--- src/rtl/irq_submux.sv ---
module irq_submux #(
  parameter int N_SRC    = 5,
  parameter int ADDR_W   = 12,
  parameter int DATA_W   = 32,
  parameter int STAT_OFS = 'h150,
  parameter int MASK_OFS = 'h168,
  parameter bit CLR_EN   = 1'b1,
  parameter int CLR_IDX  = 1
) (
  input  logic              clk,
  input  logic              rst_n,
  input  logic [N_SRC-1:0]  src_i,
  input  logic [ADDR_W-1:0] bus_addr,
  input  logic              bus_wr,
  input  logic [DATA_W-1:0] bus_wdata,
  output logic [DATA_W-1:0] bus_rdata,
  input  logic              ack_qual_i,
  output logic              summary_o,
  output logic              ext_clr_o
);

  localparam int PAD_W = DATA_W - N_SRC;

  logic [N_SRC-1:0] status_q;
  logic [N_SRC-1:0] mask_q;

  wire hit_stat = (bus_addr == ADDR_W'(STAT_OFS));
  wire hit_mask = (bus_addr == ADDR_W'(MASK_OFS));
  wire mask_we  = bus_wr && hit_mask;
  wire unused_hi = ^bus_wdata[DATA_W-1:N_SRC];

  always_ff @(posedge clk or negedge rst_n) begin
    if (!rst_n) begin
      status_q <= '0;
      mask_q   <= '1;
    end else begin
      status_q <= src_i;
      if (mask_we) mask_q <= bus_wdata[N_SRC-1:0];
    end
  end

  assign summary_o = |(status_q & ~mask_q);

  assign bus_rdata = hit_stat ? {{PAD_W{1'b0}}, status_q} :
                     hit_mask ? {{PAD_W{1'b0}}, mask_q}   : '0;

  generate
    if (CLR_EN) begin : g_clr
      logic clr_q;
      wire  ack_set = mask_we && ack_qual_i && bus_wdata[CLR_IDX] && !mask_q[CLR_IDX];

      always_ff @(posedge clk or negedge rst_n) begin
        if (!rst_n) clr_q <= 1'b0;
        else        clr_q <= ack_set;
      end
      assign ext_clr_o = clr_q;


      clr_single_chk: assert property (@(posedge clk) disable iff (!rst_n)
        ext_clr_o |=> !ext_clr_o);

      clr_masked_chk: assert property (@(posedge clk) disable iff (!rst_n)
        ext_clr_o |-> mask_q[CLR_IDX]);

      clr_noack_chk: assert property (@(posedge clk) disable iff (!rst_n)
        (mask_we && !ack_qual_i) |=> !ext_clr_o);
    end else begin : g_noclr
      wire unused_ack = ack_qual_i;
      assign ext_clr_o = 1'b0;
    end
  endgenerate


  sum_src_chk: assert property (@(posedge clk) disable iff (!rst_n)
    summary_o |-> (status_q != '0) && (mask_q != '1));

  stat_wr_chk: assert property (@(posedge clk) disable iff (!rst_n)
    (bus_wr && hit_stat) |=> $stable(mask_q));

  unmapped_rd_chk: assert property (@(posedge clk) disable iff (!rst_n)
    (!hit_stat && !hit_mask) |-> (bus_rdata == '0));

  mask_hold_chk: assert property (@(posedge clk) disable iff (!rst_n)
    !mask_we |=> $stable(mask_q));

endmodule

--- config.mk ---
export PLATFORM = sky130hd
export DESIGN_NAME = irq_submux
export DESIGN_NICKNAME = d
export VERILOG_FILES = /design/src/rtl/irq_submux.sv
export SDC_FILE = /design/constraint.sdc
export NUM_CORES = 1
export LEC_CHECK = 0
export CAP_MARGIN = 15
export CORE_MARGIN = 1.5
export CORE_UTILIZATION = 24
export DETAILED_ROUTE_END_ITERATION = 6
export HOLD_SLACK_MARGIN = 0.1
export PLACE_DENSITY = 0.79
export SLEW_MARGIN = 10
export SYNTH_ARGS = -nofsm -noshare
export SYNTH_HDL_FRONTEND = slang
export SYNTH_SLANG_ARGS = --single-unit
--- constraint.sdc ---
create_clock -name clk -period 1.1 [get_ports clk]
set_input_delay 0.11 -clock clk [delete_from_list [all_inputs] [get_ports clk]]
set_output_delay 0.11 -clock clk [all_outputs]
set_load 0.05 [all_outputs]
==> summary.md <==
| Metric | Value |
|---|---|
| Status | finished, violations left |
| Failing checks | negative setup slack |
| Area delta synth->final | 68.5% |
| HPWL after DPL | ~1300 µm |
| IO Count | 87 |
| Worst-path clk slew | about 0.070 ns |
| Worst-Skew Late Latency | ~0.26 ns |
| Row cnt | 20 |
| Primary FF master, synth | dfrtp_1 |
| Total track usage | 0.102 |
| Design Power | 1.03 mW |
| Final nets | 170 |
| DRC | 0 |
| Via/cell ratio | roughly 4.0 |
| IO Port Bufs | 32 |
| Area of the multi-input gates | 445 µm² |
| Storage cell area | around 280 µm² |
| Fmax | between 500 and 600 MHz |
| Initial antenna violation count | 0 |
| GRT overflow | 0 |
| Clock Skews | approximately 0.000014 ns |
| Mean Syn Cell Area | roughly 11 µm² |
| Setup CP Type | reg2out |
| Most common cell in the synthesized netlist | buf_4 |
| Post-synth top area share | 0.270 |
| Register area share after synthesis | 0.375 |
| Mapped Area | between 700 and 800 µm² |
| Fin worst setup slack | -0.643 ns |
| Hold Violations, Final | 0 |
| Critical Path RT | 0.99 ns |
| Slowest cell on crit path | dfstp_2 |
| Post-synth EDFFs | 0 |
| DRT iter0 DRCs | 4 |
| Antenna Violating Nets Remaining | 0 |
| Chip width | just under 60 µm |
| Met1 Use GR | 0.0898 |
| CP endpoint kind | output pin |
| Minimum clock period | approximately 1.7 ns |
| CTS tree | built |
| First-pass GRT wire length | ~2600 µm |
| Root buffer cell | clkbuf_4 |
| Yosys top cell by area | buf_4 |
| Final WL | roughly 1800 µm |
| Clk buf depth | 2 |
| Core area | 3000 µm² |
| Filler cells | roughly 290 |
| CP max stage delay | around 0.54 ns |
| Worst Path Arrival | roughly 1.6 ns |
| Power per cell area | slightly above 800 nW/µm² |
| Average wire per standard cell | roughly 12 µm |
| Vias in the first global route | 628 |
| CTS sink cnt | 11 |
| Crit Path Max Fanout | 2 |
| Largest net degree at the start of global routing | 12 |
| Yosys Warn Count | 0 |
| Leak pwr | roughly 0.57 nW |
| Final max-slew violation count | 0 |
| HP Class | in2async |
| Setup TNS Final | -2.18 ns |
| Crit-path cells | inv_2 > a222oi_1 > o221ai_2 > buf_6 |
| Die ar. | 3470 µm² |
| Fin crit share | 1.58 |
| Via Count | between 500 and 600 |
| Commonest cells in the netlist | buf_4 (27), dfrtp_1 (6) |
| Synth cell types | 17 |
| Endpoints failing setup | 7 |
| Syn Inst Count | around 70 |
| Most Crowded Layer GR | met2 |
| Die height | approximately 59 µm |
| Area contributors post-synth | buf_4 (27%), dfrtp_1 (20%), dfstp_2 (18%) |
| RSZ-0062 raised after global routing | yes |
| #FFs+latches synth | 11 |
| Startpoint types | flop |
| Grt met3 use | 0.0286 |
| H-tree depth | 1 |
| Routability Congestion | ~0.73 |
| DR pass1 iterations | 7 |
| ANT cells | 0 |
| Fraction of registers with async set or reset after synthesis | 1.00 |
| Layout cell share with drive strength beyond 1 | 0.517 |
| Total CTS buffers | 3 |
| Maximum VDD drop | 0.484 mV |
| Initial Utilization | 0.250 |
| Max Cap Viol | 0 |
| M2 GR Usage | 0.211 |
-- per-layer routing --
metal / vias to the layer above / part of all wire
met3: 2 / 0.10
met2: 48 / 0.57
met1: 269 / 0.32
li1: 274 / -
met5: - / 0
met4: 0 / 0.010
-- flip-flops by register name, indices dropped and copies added (netlist names) --
signal / cells
ext_clr_o: 1
status_q: 5
mask_q: 5
-- worst paths after layout --
path / from / to / slack (ns) / depth (start not counted)
min in group clk: bus_addr[11] / ext_clr_o / 0.25 / 4
max in group asynchronous: rst_n / mask_q[3] / 0.59 / 1
hold reg to reg: mask_q[2] / mask_q[2] / 0.64 / 1
hold / removal: rst_n / status_q[1] / 0.16 / 1
setup / recovery: mask_q[3] / summary_o / -0.64 / 4
setup reg to reg: mask_q[3] / mask_q[3] / -0.14 / 6
-- where the power goes --
part	internal [mW]	total, mW	switching [mW]
sequential	0.416	0.425	0.00864
clock	0.140	0.265	0.125
combinational	0.0855	0.338	0.252
-- cell families (layout without fill, tap and decap cells) --
family / Yosys count / after routing / synth area share
AO/OA/AOI/OAI: 7 / 7 / 0.0750
buffers and inverters: 32 / 53 / 0.295
flip-flops: 11 / 11 / 0.375
multiplexers: 5 / 5 / 0.0750
other: 1 / 27 / 0.00500
AND/OR/NAND/NOR: 13 / 13 / 0.175
-- cell type report --
| class | count | area share |
|---|---|---|
| Clock buffer | 4 | 0.0208 |
| Inverter | 5 | 0.0148 |
| Multi-Input combinational cell | 52 | 0.352 |
| Sequential cell | 11 | 0.223 |
| Tap cell | 33 | 0.0326 |
| Timing Repair Buffer | 44 | 0.357 |
-- metrics by stage --
stage | area, µm² | std cells | utilization | setup slack [ns] | hold slack, ns
final | 1260 | 149 | 0.421 | -0.643 | 0.165
after global routing | 1260 | 149 | 0.421 | -0.717 | 0.186
after CTS | 1290 | 149 | 0.429 | -0.590 | 0.171
after detailed placement | 1140 | 136 | 0.380 | -0.554 | 0.461
after global placement | 1140 | 136 | 0.380 | -0.509 | 0.452
after floorplan | 903 | 95 | - | -0.217 | -0.186
-- cell usage in the layout, fill, tap and decap left out, drive strengths merged --
| cell | instances |
|---|---|
| a222oi | 1 |
| a22oi | 5 |
| and4bb | 1 |
| buf | 28 |
| clkbuf | 5 |
| clkdlybuf4s50 | 13 |
| conb | 27 |
| dfrtp | 6 |
| dfstp | 5 |
| dlygate4sd2 | 2 |
| inv | 5 |
| mux2 | 5 |
| nand2 | 2 |
| nand4 | 1 |
| nor2 | 5 |
| nor3 | 1 |
| nor4b | 3 |
| o221ai | 1 |
-- worst max-delay path, delay by kind of cell, from the launching register on --
family,cells,cell delay (ns)
AOI/OAI and AO/OA,2,0.61
buffers and inverters,2,0.22
DFF,1,0.54
-- what timing repair did --
| item | in CTS | in global routing |
|---|---|---|
| setup endpoints to repair | 12 | 11 |
| resized for setup | 54 | 9 |
| hold buffers | 0 | 0 |
| buffers inserted | 9 | 1 |
| pin swaps | 16 | 6 |
No activity file was read; power rests on OpenSTA's default activity.
